### config.mk
export PLATFORM = sky130hd
export DESIGN_NAME = prefix_scanner
export DESIGN_NICKNAME = d
export VERILOG_FILES = /design/src/rtl/pfx_scan_pkg.sv /design/src/rtl/pfx_byte_class.sv /design/src/rtl/pfx_opsize.sv /design/src/rtl/prefix_scanner.sv
export SDC_FILE = /design/constraint.sdc
export NUM_CORES = 1
export LEC_CHECK = 0
export ABC_AREA = 1
export BUFFER_PORTS_ARGS = -buffer_cell sky130_fd_sc_hd__buf_4
export CAP_MARGIN = 0
export CORE_ASPECT_RATIO = 1.5
export CORE_MARGIN = 4
export CORE_UTILIZATION = 54
export DETAILED_ROUTE_END_ITERATION = 16
export MAX_ROUTING_LAYER = met4
export PLACE_DENSITY = 0.87
export SYNTH_ARGS = -nofsm -noshare
export SYNTH_HDL_FRONTEND = slang
export SYNTH_SLANG_ARGS = --single-unit
### constraint.sdc
create_clock -name clk -period 2.09 [get_ports clk]
set_input_delay 0.1045 -clock clk [delete_from_list [all_inputs] [get_ports clk]]
set_output_delay 0.1045 -clock clk [all_outputs]
set_load 0.02 [all_outputs]
### src/rtl/pfx_scan_pkg.sv
package pfx_scan_pkg;

    typedef enum logic [1:0] {ST_SCAN = 2'd0, ST_ESC = 2'd1, ST_HOLD = 2'd2} st_e;

    typedef enum logic [1:0] {REP_NONE = 2'd0, REP_NE = 2'd1, REP_E = 2'd2} rep_e;

    typedef enum logic [2:0] {
        SEG_NONE = 3'd0, SEG_ES = 3'd1, SEG_CS = 3'd2, SEG_SS = 3'd3,
        SEG_DS   = 3'd4, SEG_FS = 3'd5, SEG_GS = 3'd6
    } seg_e;

    typedef enum logic [1:0] {HINT_NONE = 2'd0, HINT_NT = 2'd1, HINT_T = 2'd2} hint_e;

    typedef enum logic [1:0] {SZ_32 = 2'd0, SZ_16 = 2'd1, SZ_64 = 2'd2} size_e;

    typedef enum logic [2:0] {
        K_NONE = 3'd0, K_LOCK = 3'd1, K_REPNE = 3'd2, K_REPE = 3'd3,
        K_OSZ  = 3'd4, K_ASZ  = 3'd5, K_SEG   = 3'd6
    } kind_e;

    localparam logic [7:0] ESC_BYTE   = 8'h0F;
    localparam logic [7:0] NOP_BYTE   = 8'h90;

endpackage

### src/rtl/pfx_byte_class.sv
module pfx_byte_class
    import pfx_scan_pkg::*;
(
    input  logic [7:0] byte_i,
    output logic       legacy_o,
    output logic       rex_o,
    output logic       esc_o,
    output kind_e      kind_o,
    output seg_e       seg_o
);
    always_comb begin
        kind_o = K_NONE;
        seg_o  = SEG_NONE;
        case (byte_i)
            8'hF0: kind_o = K_LOCK;
            8'hF2: kind_o = K_REPNE;
            8'hF3: kind_o = K_REPE;
            8'h66: kind_o = K_OSZ;
            8'h67: kind_o = K_ASZ;
            8'h26: begin kind_o = K_SEG; seg_o = SEG_ES; end
            8'h2E: begin kind_o = K_SEG; seg_o = SEG_CS; end
            8'h36: begin kind_o = K_SEG; seg_o = SEG_SS; end
            8'h3E: begin kind_o = K_SEG; seg_o = SEG_DS; end
            8'h64: begin kind_o = K_SEG; seg_o = SEG_FS; end
            8'h65: begin kind_o = K_SEG; seg_o = SEG_GS; end
            default: ;
        endcase
        legacy_o = (kind_o != K_NONE);
        rex_o    = (byte_i[7:4] == 4'h4);
        esc_o    = (byte_i == ESC_BYTE);
    end
endmodule

### src/rtl/pfx_opsize.sv
module pfx_opsize
    import pfx_scan_pkg::*;
(
    input  logic  osz_i,
    input  logic  rex_w_i,
    output size_e size_o
);
    always_comb begin
        if (rex_w_i)    size_o = SZ_64;
        else if (osz_i) size_o = SZ_16;
        else            size_o = SZ_32;
    end
endmodule

### src/rtl/prefix_scanner.sv
module prefix_scanner
    import pfx_scan_pkg::*;
#(
    parameter int MAX_LEN = 15,
    localparam int CNT_W  = $clog2(MAX_LEN + 1)
) (
    input  logic             clk,
    input  logic             rst_n,
    input  logic             in_valid,
    output logic             in_ready,
    input  logic [7:0]       in_byte,
    output logic             out_valid,
    input  logic             out_ready,
    output logic [CNT_W-1:0] out_pfx_cnt,
    output logic [7:0]       out_opc0,
    output logic [7:0]       out_opc1,
    output logic             out_two_byte,
    output logic             out_mand,
    output logic             out_pause,
    output logic             out_err,
    output logic             out_lock,
    output logic [1:0]       out_rep,
    output logic [2:0]       out_seg,
    output logic [1:0]       out_hint,
    output logic             out_osz,
    output logic             out_asz,
    output logic             out_rex,
    output logic [3:0]       out_rex_wrxb,
    output logic [1:0]       out_opsize
);
    localparam logic [CNT_W-1:0] LAST_SLOT = CNT_W'(MAX_LEN - 1);
    localparam logic [CNT_W-1:0] FULL_CNT  = CNT_W'(MAX_LEN);

    typedef struct packed {
        st_e              st;
        logic [CNT_W-1:0] cnt;
        logic [7:0]       opc0;
        logic [7:0]       opc1;
        logic             two_byte;
        logic             err;
        logic             lock;
        rep_e             rep;
        seg_e             seg;
        hint_e            hint;
        logic             osz;
        logic             asz;
        logic             rex;
        logic [3:0]       wrxb;
    } scan_t;

    scan_t s_d, s_q;

    logic  cls_legacy, cls_rex, cls_esc;
    kind_e cls_kind;
    seg_e  cls_seg;
    size_e size_res;
    logic  take, at_last;

    pfx_byte_class u_class (
        .byte_i   (in_byte),
        .legacy_o (cls_legacy),
        .rex_o    (cls_rex),
        .esc_o    (cls_esc),
        .kind_o   (cls_kind),
        .seg_o    (cls_seg)
    );

    pfx_opsize u_size (
        .osz_i   (s_q.osz),
        .rex_w_i (s_q.rex & s_q.wrxb[3]),
        .size_o  (size_res)
    );

    always_comb begin
        s_d      = s_q;
        in_ready = (s_q.st != ST_HOLD);
        take     = in_valid && in_ready;
        at_last  = (s_q.cnt == LAST_SLOT);
        case (s_q.st)
            ST_SCAN: if (take) begin
                if (cls_legacy || cls_rex) begin
                    s_d.cnt = s_q.cnt + CNT_W'(1);
                    if (cls_legacy) begin
                        s_d.rex  = 1'b0;
                        s_d.wrxb = 4'h0;
                        case (cls_kind)
                            K_LOCK:  s_d.lock = 1'b1;
                            K_REPNE: s_d.rep  = REP_NE;
                            K_REPE:  s_d.rep  = REP_E;
                            K_OSZ:   s_d.osz  = 1'b1;
                            K_ASZ:   s_d.asz  = 1'b1;
                            K_SEG: begin
                                s_d.seg = cls_seg;
                                if (cls_seg == SEG_CS) s_d.hint = HINT_NT;
                                if (cls_seg == SEG_DS) s_d.hint = HINT_T;
                            end
                            default: ;
                        endcase
                    end else begin
                        s_d.rex  = 1'b1;
                        s_d.wrxb = in_byte[3:0];
                    end
                    if (at_last) begin
                        s_d.err = 1'b1;
                        s_d.st  = ST_HOLD;
                    end
                end else if (cls_esc) begin
                    if (at_last) begin
                        s_d.err = 1'b1;
                        s_d.cnt = FULL_CNT;
                        s_d.st  = ST_HOLD;
                    end else begin
                        s_d.opc0 = in_byte;
                        s_d.st   = ST_ESC;
                    end
                end else begin
                    s_d.opc0 = in_byte;
                    s_d.st   = ST_HOLD;
                end
            end
            ST_ESC: if (take) begin
                s_d.opc1     = in_byte;
                s_d.two_byte = 1'b1;
                s_d.st       = ST_HOLD;
            end
            default: if (out_ready) s_d = '0;
        endcase
    end

    always_ff @(posedge clk or negedge rst_n) begin
        if (!rst_n) s_q <= '0;
        else        s_q <= s_d;
    end

    assign out_valid    = (s_q.st == ST_HOLD);
    assign out_pfx_cnt  = s_q.cnt;
    assign out_opc0     = s_q.opc0;
    assign out_opc1     = s_q.opc1;
    assign out_two_byte = s_q.two_byte;
    assign out_err      = s_q.err;
    assign out_lock     = s_q.lock;
    assign out_rep      = s_q.rep;
    assign out_seg      = s_q.seg;
    assign out_hint     = s_q.hint;
    assign out_osz      = s_q.osz;
    assign out_asz      = s_q.asz;
    assign out_rex      = s_q.rex;
    assign out_rex_wrxb = s_q.wrxb;
    assign out_opsize   = size_res;
    assign out_mand     = s_q.two_byte && (s_q.osz || (s_q.rep != REP_NONE));
    assign out_pause    = !s_q.two_byte && !s_q.err && (s_q.opc0 == NOP_BYTE)
                          && (s_q.rep == REP_E) && !(s_q.rex && s_q.wrxb[0]);
endmodule

# Yosys cells after proc, flatten, opt, wreduce, memory -nomap -nowiden
# Index checks and enable logic that the tools add are counted.
[word_totals]
out_inout_bits = 43
input_bits = 12
word_cells = 126
regBits = 39
[op_classes]
n_eq_ne = 42
n_reduce_logical = 31
bitwise_logic = 3
add_sub_neg = 1
n_mux = 35
[op_table]
columns = ["op", "count"]
rows = [
  ["$mux 39", 1],
  ["$pmux 3 s6", 2],
  ["$eq 8x6->1 const B", 4],
  ["$eq 8x7->1 const B", 4],
  ["$eq 8x8->1 const B", 4],
  ["$pmux 16 s2", 1],
  ["$reduce_and 6->1", 5],
  ["$mux 8", 3],
  ["$pmux 12 s2", 1],
  ["$pmux 9 s2", 1],
  ["$mux 16", 1],
  ["$mux 15", 1],
  ["$ne 3x3->1 const B", 5],
  ["$mux 14", 1],
  ["$mux 2", 7],
  ["$eq 3x3->1 const B", 4],
  ["$ne 2x2->1 const B", 6],
  ["$reduce_and 4->1", 3],
  ["$mux 10", 1],
  ["$mux 5", 2],
  ["$reduce_and 5->1", 2],
  ["$eq 3x2->1 const B", 3],
  ["$mux 9", 1],
  ["$eq 8x4->1 const B", 1],
  ["other kinds (23)", 48],
]

# Depth between registers and ports, before layout
# Gate-level depths: netlist of the first run.
[depth]
depth_word = 10
ltp_mapped = 11
ltp_nobuf = 11

# Modules after synthesis
# Synthesis of the first run repeated with hierarchy kept, for this count alone.
[hier_totals]
hier_cells = 347
area_unflattened_um2 = 2498.6
[by_module_without_submodules]
columns = ["mod", "n_inst", "cells_each", "area_each_um2", "seq_area_each_um2"]
rows = [
  ["prefix_scanner", 1, 285, 2213.4, 975.9],
  ["pfx_byte_class", 1, 59, 267.8, 0.0],
  ["pfx_opsize", 1, 3, 17.5, 0.0],
]

# Worst setup path before layout of the first run
# No wires, ideal clock.
[synth_timing]
path_kind = "register -> register"
start = "reg s_q[38] in the netlist's numbering"
end = "reg s_q, in the netlist out_seg[1]"
path_stages_with_launch = 8
setup_ns = 0.126
required_time_ns = 1.964
period_less_slack_ns = 1.478
arrival_time_ns = 1.352
slack_ns = 0.612
path_buffers = 1
cell_sequence = "dfrtp_1 > nand2_2 > inv_2 > a21oi_2 > nor2_4 > buf_4 > nand2_1 > o21ai_0"
[synth_between]
elab_chain_cells = 4
word_cells_on_any_way = 12
cone_classes = "eq/ne (6); mux (1); bitwise (1); reduce/logical (4)"
[synth_lines]
columns = ["item", "line_no", "source"]
rows = [
  ["start: declaration", "prefix_scanner.sv:51", "scan_t s_d, s_q;"],
  ["start signal: assignment", "prefix_scanner.sv:131", "if (!rst_n) s_q <= '0;"],
  ["start signal: assignment", "prefix_scanner.sv:132", "else s_q <= s_d;"],
  ["$ne 2x2->1", "prefix_scanner.sv:76", "in_ready = (s_q.st != ST_HOLD);"],
  ["$logic_and 1x1->1", "prefix_scanner.sv:77", "take = in_valid && in_ready;"],
  ["$ne 2x2->1 (no line)", "n/a", ""],
  ["$reduce_and 6->1 (no line)", "n/a", ""],
]
# Parallel ways exist; a longest one is shown, timed or not.
# A chain may end at the register's enable or synchronous reset.

# Worst setup path after layout of the first run
[layout_timing]
start = "reg s_q, in the netlist out_opc0[1]"
end = "out out_pause"
[layout_between]
elab_chain_cells = 4
[layout_lines]
columns = ["item", "line_no", "source"]
rows = [
  ["$eq 8x8->1", "prefix_scanner.sv:151", "assign out_pause = !s_q.two_byte && !s_q.err && (s_q.opc0 == NOP_BYTE)"],
  ["$logic_and 1x1->1", "prefix_scanner.sv:151", ""],
  ["$logic_and 1x1->1 (2 in series)", "prefix_scanner.sv:152", "&& (s_q.rep == REP_E) && !(s_q.rex && s_q.wrxb[0]);"],
  ["end: declaration", "prefix_scanner.sv:19", "output logic out_pause,"],
]
# Every way passes these cells.

==> flow_summary_export.csv, run 1 <==
group,metric,value,unit
run_status,status,"completed",
layout,layoutNonFillerInstCount,382,
die,pin_count,55,
sta,rsz0062_at_grt,"false",
layout,drive_above_1_share,25.3,%
route,drc,0,
synthesis,synth-edff-count,0,
synthesis,synth.yosys.warnings,0,
power_and_ir_drop,peakVddDrop,0.00103,V
route,via_count,2121,
global_routing,grt_start_max_net_pins,40,
layout,n_fill_cell,377,
route,wire_per_inst,15.0,um
setup_path,startpoint_type,"flip-flop",
sta,max_freq,567,MHz
clock_tree,h-tree-depth,2,
sta,hold_viol,0,
synthesis,yosysUniqueCellTypes,31,
layout,area_delta_synth_final,13.8,%
setup_path,r2r-end,"out_rep[0]",
global_routing,grtUsageTotal,22.0,%
route,viasPerCell,5.55,
die,initial_utilization,56.0,%
setup_path,reg2reg_from,"s_q[38]",
clock_tree,ctsResizeCount,0,
global_routing,first_global_vias,1990,
hold_path,worstHoldEndpoint,"s_q[38]",
route,antenna_left,0,
hold_path,min_from,"out_ready",
clock_tree,clk_path_buf_depth,2,
sta,finalSetupViolations,0,
sta,slew_violations,0,
setup_path,path_delay_family,"simple AND/OR/NAND/NOR gates",
sta,holdWs,0.0237,ns
sta,worst_pin_slew,0.492,ns
global_routing,antenna_found_initial,0,
placement,gp_congestion,0.980,
setup_path,reg2reg_depth,8,
synthesis,syn_nets,321,
hold_path,holdPathStages,2,
synthesis,ys_seq_area_share,41.0,%
clock_tree,cts_sinks,39,
sta,timing.final.crit_share,84.4,%
setup_path,crit_slowest_cell,"dfrtp_1",
hold_path,hp-class,"in -> reg",
clock_tree,cts_tree,"yes",
synthesis,postSynthAreaPerCell,7.75,um^2
setup_path,timing_worst_setup_path_type,"reg -> out",
synthesis,syn_area,2380,um^2
sta,clock_skew,0.00491,ns
sta,period_needed,1.76,ns
placement,port_buffers,54,
sta,setup_tns,0,ns
die,die_w,62.2,um
synthesis,syn_inst,307,
setup_path,cp-startpoint,"out_opc0[1]",
clock_tree,clock_latency,0.29,ns
placement,hpwl,4.29,mm
setup_path,slowest_delay,0.41,ns
clock_tree,post_cts_buffers,0,
route,drt_iter0_markers,108,
placement,place_inst,373,
setup_path,crit_buf_inv,1,
clock_tree,clockRootBuffer,"clkbuf_8",
setup_path,worstSetupEndpointType,"output pin",
setup_path,cp_max_fo,3,
power_and_ir_drop,leakage,1.44,nW
setup_path,critPathRequiredTime,1.99,ns
job,cap_violations,0,
layout,nNetsFinal,349,
power_and_ir_drop,total_power,0.00307,W
clock_tree,cts.reportedPaths.clkPinSlew,0.07,ns
layout,diodes,0,
route,dr.pass1.iters,4,
global_routing,grt_pass1_wl,9.38,mm
synthesis,synth_seq_cells,39,
synthesis,ys.flop_type,"dfrtp_1",
die,fp.dieH,89.3,um
setup_path,cp_cell_sequence,"nor4_1 > nand4_1 > a211oi_1 > buf_4",
setup_path,crit_arrival,1.66,ns
synthesis,async_flop_share,100,%
global_routing,overflow,0,
setup_path,r2r_slack,0.36,ns
die,row_count,29,
die,dieArea,5550,um^2
sta,relSlewSlack,67.2,%
power_and_ir_drop,powerDensity,1140,nW/um^2
die,core_area,4250,um^2
route,wirelength,5.73,mm
clock_tree,cts_made_buffers,5,
state kept, by name, summed over array words and instances (netlist names), 2 cells and up:
signal and flops:
out_pfx_cnt 4, s_q 2, out_opc0 8, out_rep 2, out_hint 2, out_seg 3, out_rex_wrxb 4, out_opc1 8
per-stage QoR:
stage	instance area (um^2)	setup WS, ns	utilization, %
final	2710	0.327	63.8
after CTS	2710	0.300	63.8
after global routing	2710	0.196	63.8
after floorplan	2380	0.612	-
after global placement	2600	0.468	61.2
after detailed placement	2600	0.403	61.2
how the worst max path moves through the flow:
stage,endpoint,depth (start not counted)
2_1_floorplan,out_seg[1],7
3_3_place_gp,out_rep[0],8
3_5_place_dp,out_rep[0],8
4_1_cts,out_pause,4
5_1_grt,out_pause,4
6_report,out_pause,4
kinds of logic after synthesis:
kind of cell / after synthesis / share of synthesized area (%)
flops: 39 / 41.0
xor+xnor: 1 / 0.368
compound gates: 52 / 13.3
buf+inv: 66 / 15.6
simple gates: 147 / 28.7
fa+ha+maj: 2 / 1.05
cell usage in the layout (no fill, tap or decap), types with 2 or more instances in the layout:
| master | netlist | final |
|---|---|---|
| nand2_1 | 71 | 71 |
| buf_4 | 33 | 56 |
| dfrtp_1 | 39 | 39 |
| nor2_1 | 30 | 30 |
| inv_1 | 27 | 27 |
| o21ai_0 | 27 | 27 |
| nand3_1 | 19 | 19 |
| a21oi_1 | 11 | 11 |
| nand4_1 | 9 | 9 |
| clkbuf_8 | 0 | 7 |
| nand2_2 | 6 | 6 |
| o21ai_1 | 4 | 4 |
| o31ai_1 | 4 | 4 |
| inv_2 | 3 | 3 |
| nor2_2 | 3 | 3 |
| nor2_4 | 2 | 2 |
| ha_1 | 2 | 2 |
layer usage:
metal  share of wire [%]  wire length [um]  GRT usage (%)
met5                   0                 0              -
met4                 3.8               218           12.2
met1                  40              2320           25.4
met3                 6.3               363           3.52
met2                  49              2840           36.5
report_power, final:
group | internal, W | total, W | switching, W
Sequential | 0.000924 | 0.00109 | 0.000170
Clock | 0.000301 | 0.000564 | 0.000263
Combinational | 0.000512 | 0.00141 | 0.000903
area by class of cell:
class / count / area, um^2 / area share, %
tap: 46 / 57.6 / 2.13
multi-input combinational: 202 / 1030 / 38.1
inverter: 30 / 113 / 4.16
sequential: 39 / 976 / 36.0
clock buffer: 8 / 100 / 3.70
timing repair buffer: 57 / 430 / 15.9
synth_stat cells, types with 2 or more instances:
library cell,instances,share of area [%]
nand2_1,71,11
dfrtp_1,39,41
buf_4,33,10
nor2_1,30,4.7
inv_1,27,4.3
o21ai_0,27,5.7
nand3_1,19,4.0
a21oi_1,11,2.3
nand4_1,9,2.4
nand2_2,6,1.6
o21ai_1,4,0.84
o31ai_1,4,1.3
clkbuf_1,3,0.47
inv_2,3,0.47
nor2_2,3,0.79
ha_1,2,1.1
nor2_4,2,0.95
what timing repair did:
action,in CTS,in global routing
endpoints found under the hold margin,39,0
hold buffers,1,0
endpoints found under the setup margin,0,0
Note: power is estimated with default switching activity, not from simulation.
==> run 2: changes to the inputs <==
--- a/config.mk
+++ b/config.mk
@@ -5,12 +5,12 @@
 export SDC_FILE = /design/constraint.sdc
 export NUM_CORES = 1
 export LEC_CHECK = 0
-export ABC_AREA = 1
+export ABC_AREA = 0
 export BUFFER_PORTS_ARGS = -buffer_cell sky130_fd_sc_hd__buf_4
 export CAP_MARGIN = 0
 export CORE_ASPECT_RATIO = 1.5
 export CORE_MARGIN = 4
-export CORE_UTILIZATION = 54
+export CORE_UTILIZATION = 53
 export DETAILED_ROUTE_END_ITERATION = 16
 export MAX_ROUTING_LAYER = met4
 export PLACE_DENSITY = 0.87
==> constraint.sdc (replaced) <==
create_clock -name clk -period 1.7 [get_ports clk]
set_input_delay 0.085 -clock clk [delete_from_list [all_inputs] [get_ports clk]]
set_output_delay 0.085 -clock clk [all_outputs]
set_load 0.02 [all_outputs]
==> flow_summary_export.csv, run 2 <==
group,metric,value,unit
run_status,status,"completed",
global_routing,grt_start_max_net_pins,40,
route,drt_iter0_markers,73,
sta,timing.final.crit_share,95.9,%
placement,gp_congestion,0.912,
global_routing,antenna_found_initial,0,
global_routing,grtUsageTotal,22.1,%
sta,slew_violations,0,
synthesis,synth.yosys.warnings,0,
route,drc,0,
clock_tree,cts_sinks,39,
global_routing,first_global_vias,1707,
synthesis,synth_seq_cells,39,
setup_path,critPathRequiredTime,1.62,ns
setup_path,crit_path_end,"out_pause",
job,cap_violations,0,
power_and_ir_drop,powerDensity,1040,nW/um^2
sta,period_needed,1.63,ns
setup_path,startpoint_type,"flip-flop",
layout,final_cell_mix,"buf_4 (66), dfrtp_1 (39), nand2_1 (20), nand3_1 (15)",
sta,max_freq,613,MHz
route,antenna_left,0,
setup_path,r2r-end,"out_seg[0]",
sta,worst_pin_slew,0.545,ns
synthesis,synth_top_area_cell,"dfrtp_1",
die,row_count,28,
route,via_count,1813,
setup_path,crit_arrival,1.55,ns
clock_tree,h-tree-depth,2,
placement,port_buffers,54,
route,wire_per_inst,17.0,um
synthesis,yosys-top-cells-area,"dfrtp_1 (45%), buf_4 (11%), mux2i_1 (4.2%)",
power_and_ir_drop,total_power,0.00269,W
synthesis,ys.flop_type,"dfrtp_1",
setup_path,cp-startpoint,"out_opc0[5]",
sta,finalSetupViolations,0,
setup_path,r2r_slack,0.11,ns
die,fp.dieH,86.1,um
placement,place_inst,292,
layout,area_delta_synth_final,20.6,%
die,pin_count,55,
layout,n_fill_cell,314,
sta,clock_skew,0.00293,ns
setup_path,reg2reg_from,"s_q[38]",
route,wirelength,5.14,mm
layout,drive_above_1_share,31.9,%
setup_path,reg2reg_depth,4,
synthesis,synth_top_area_share,45.3,%
power_and_ir_drop,peakVddDrop,0.00106,V
layout,nNetsFinal,270,
clock_tree,clock_latency,0.30,ns
synthesis,yosysUniqueCellTypes,50,
hold_path,min_from,"in_byte[4]",
layout,diodes,0,
die,initial_utilization,54.9,%
power_and_ir_drop,leakage,1.31,nW
clock_tree,clk_path_buf_depth,2,
setup_path,cp_max_fo,3,
die,die_w,60.0,um
setup_path,worstSetupEndpointType,"output pin",
sta,rsz0062_at_grt,"false",
clock_tree,clockRootBuffer,"clkbuf_8",
synthesis,synthTopCellsByCount,"dfrtp_1 (39), buf_4 (32), nand2_1 (20), nand3_1 (15)",
layout,final_common_cell,"buf_4",
placement,hpwl,3.72,mm
synthesis,postSynthAreaPerCell,9.70,um^2
sta,relSlewSlack,63.6,%
setup_path,timing_worst_setup_path_type,"reg -> out",
clock_tree,cts_made_buffers,5,
route,viasPerCell,6.00,
synthesis,syn_inst,222,
sta,hold_viol,0,
sta,setup_tns,0,ns
synthesis,synth.most_common_cell,"dfrtp_1",
hold_path,hp-class,"in -> reg",
clock_tree,cts.reportedPaths.clkPinSlew,0.08,ns
die,dieArea,5170,um^2
synthesis,syn_nets,236,
global_routing,overflow,0,
clock_tree,cts_tree,"yes",
layout,layoutNonFillerInstCount,302,
synthesis,synth-edff-count,0,
global_routing,grt_pass1_wl,8.31,mm
synthesis,async_flop_share,100,%
die,core_area,3920,um^2
route,dr.pass1.iters,5,
sta,holdWs,0.0308,ns
synthesis,ys_seq_area_share,45.3,%
layout,utilization,66.2,%
synthesis,syn_area,2150,um^2
[run 2: changes by cell type after synthesis, moves of 4 or more]
cell | previous run | this run
o21ai_0 | 27 | 12
clkbuf_1 | 3 | 7
inv_1 | 27 | 12
nand2_2 | 6 | 0
nor2_1 | 30 | 4
nand3_1 | 19 | 15
nand2_1 | 71 | 20
a22o_1 | 0 | 4
nand4_1 | 9 | 1
mux2i_1 | 0 | 9
a31oi_1 | 0 | 4
[run 2: area by class of cell]
type                            instances  area (um^2)  share of cell area [%]
Clock buffer                            5         68.8                    2.65
Clock inverter                          3         67.6                    2.60
Inverter                               13         48.8                    1.88
Multi-Input combinational cell        128          845                    32.5
Sequential cell                        39          976                    37.6
Tap cell                               45         56.3                    2.17
Timing Repair Buffer                   69          536                    20.6
[run 2: worst max-delay path: stages (launching register included)]
cell and delay, ns:
dfrtp_1 0.40, nor4bb_1 0.44, and4_1 0.26, buf_4 0.14
[run 2: cell families after synthesis]
family                   Yosys count  synth area share, %
AND/OR/NAND/NOR                   64                 16.8
buffers and inverters             55                 15.9
AO/OA/AOI/OAI                     52                 16.2
flip-flops                        39                 45.3
multiplexers                       9                 4.18
adder cells (fa/ha/maj)            2                 1.16
XOR/XNOR                           1                0.407
[run 2: worst min-delay path by stage]
stage / endpoint / cells after the start
global placement: out_rex_wrxb[2] / 1
finish: out_hint[0] / 2
floorplan: out_asz / 0
global route: out_seg[0] / 2
CTS: out_hint[0] / 2
detailed placement: out_rex_wrxb[2] / 1
[run 2: metrics by stage]
step	setup WS (ns)	cell area (um^2)
after floorplan	0.0611	2150
after global placement	0.0147	2430
after detailed placement	0.0132	2430
after CTS	0.0609	2590
after global routing	0.0231	2600
final	0.0694	2600
[run 2: report_power, final]
group	internal [W]	switching [W]
clock network	0.000585	0.000350
logic	0.000283	0.000387
registers	0.00101	0.0000809
total	0.00187	0.000818
[run 2: repair_timing]
action	4_1_cts	5_1_grt
gates resized for setup	1	1
hold buffers	2	0
hold endpoints to repair	41	0
endpoints found under the setup margin	1	1
buffers inserted	0	0
[run 2: metal layers]
metal / share of wire (%) / track usage, %
met5: 0 / -
met4: 3.7 / 10.7
met3: 6.8 / 5.42
met2: 52 / 35.3
met1: 38 / 25.3
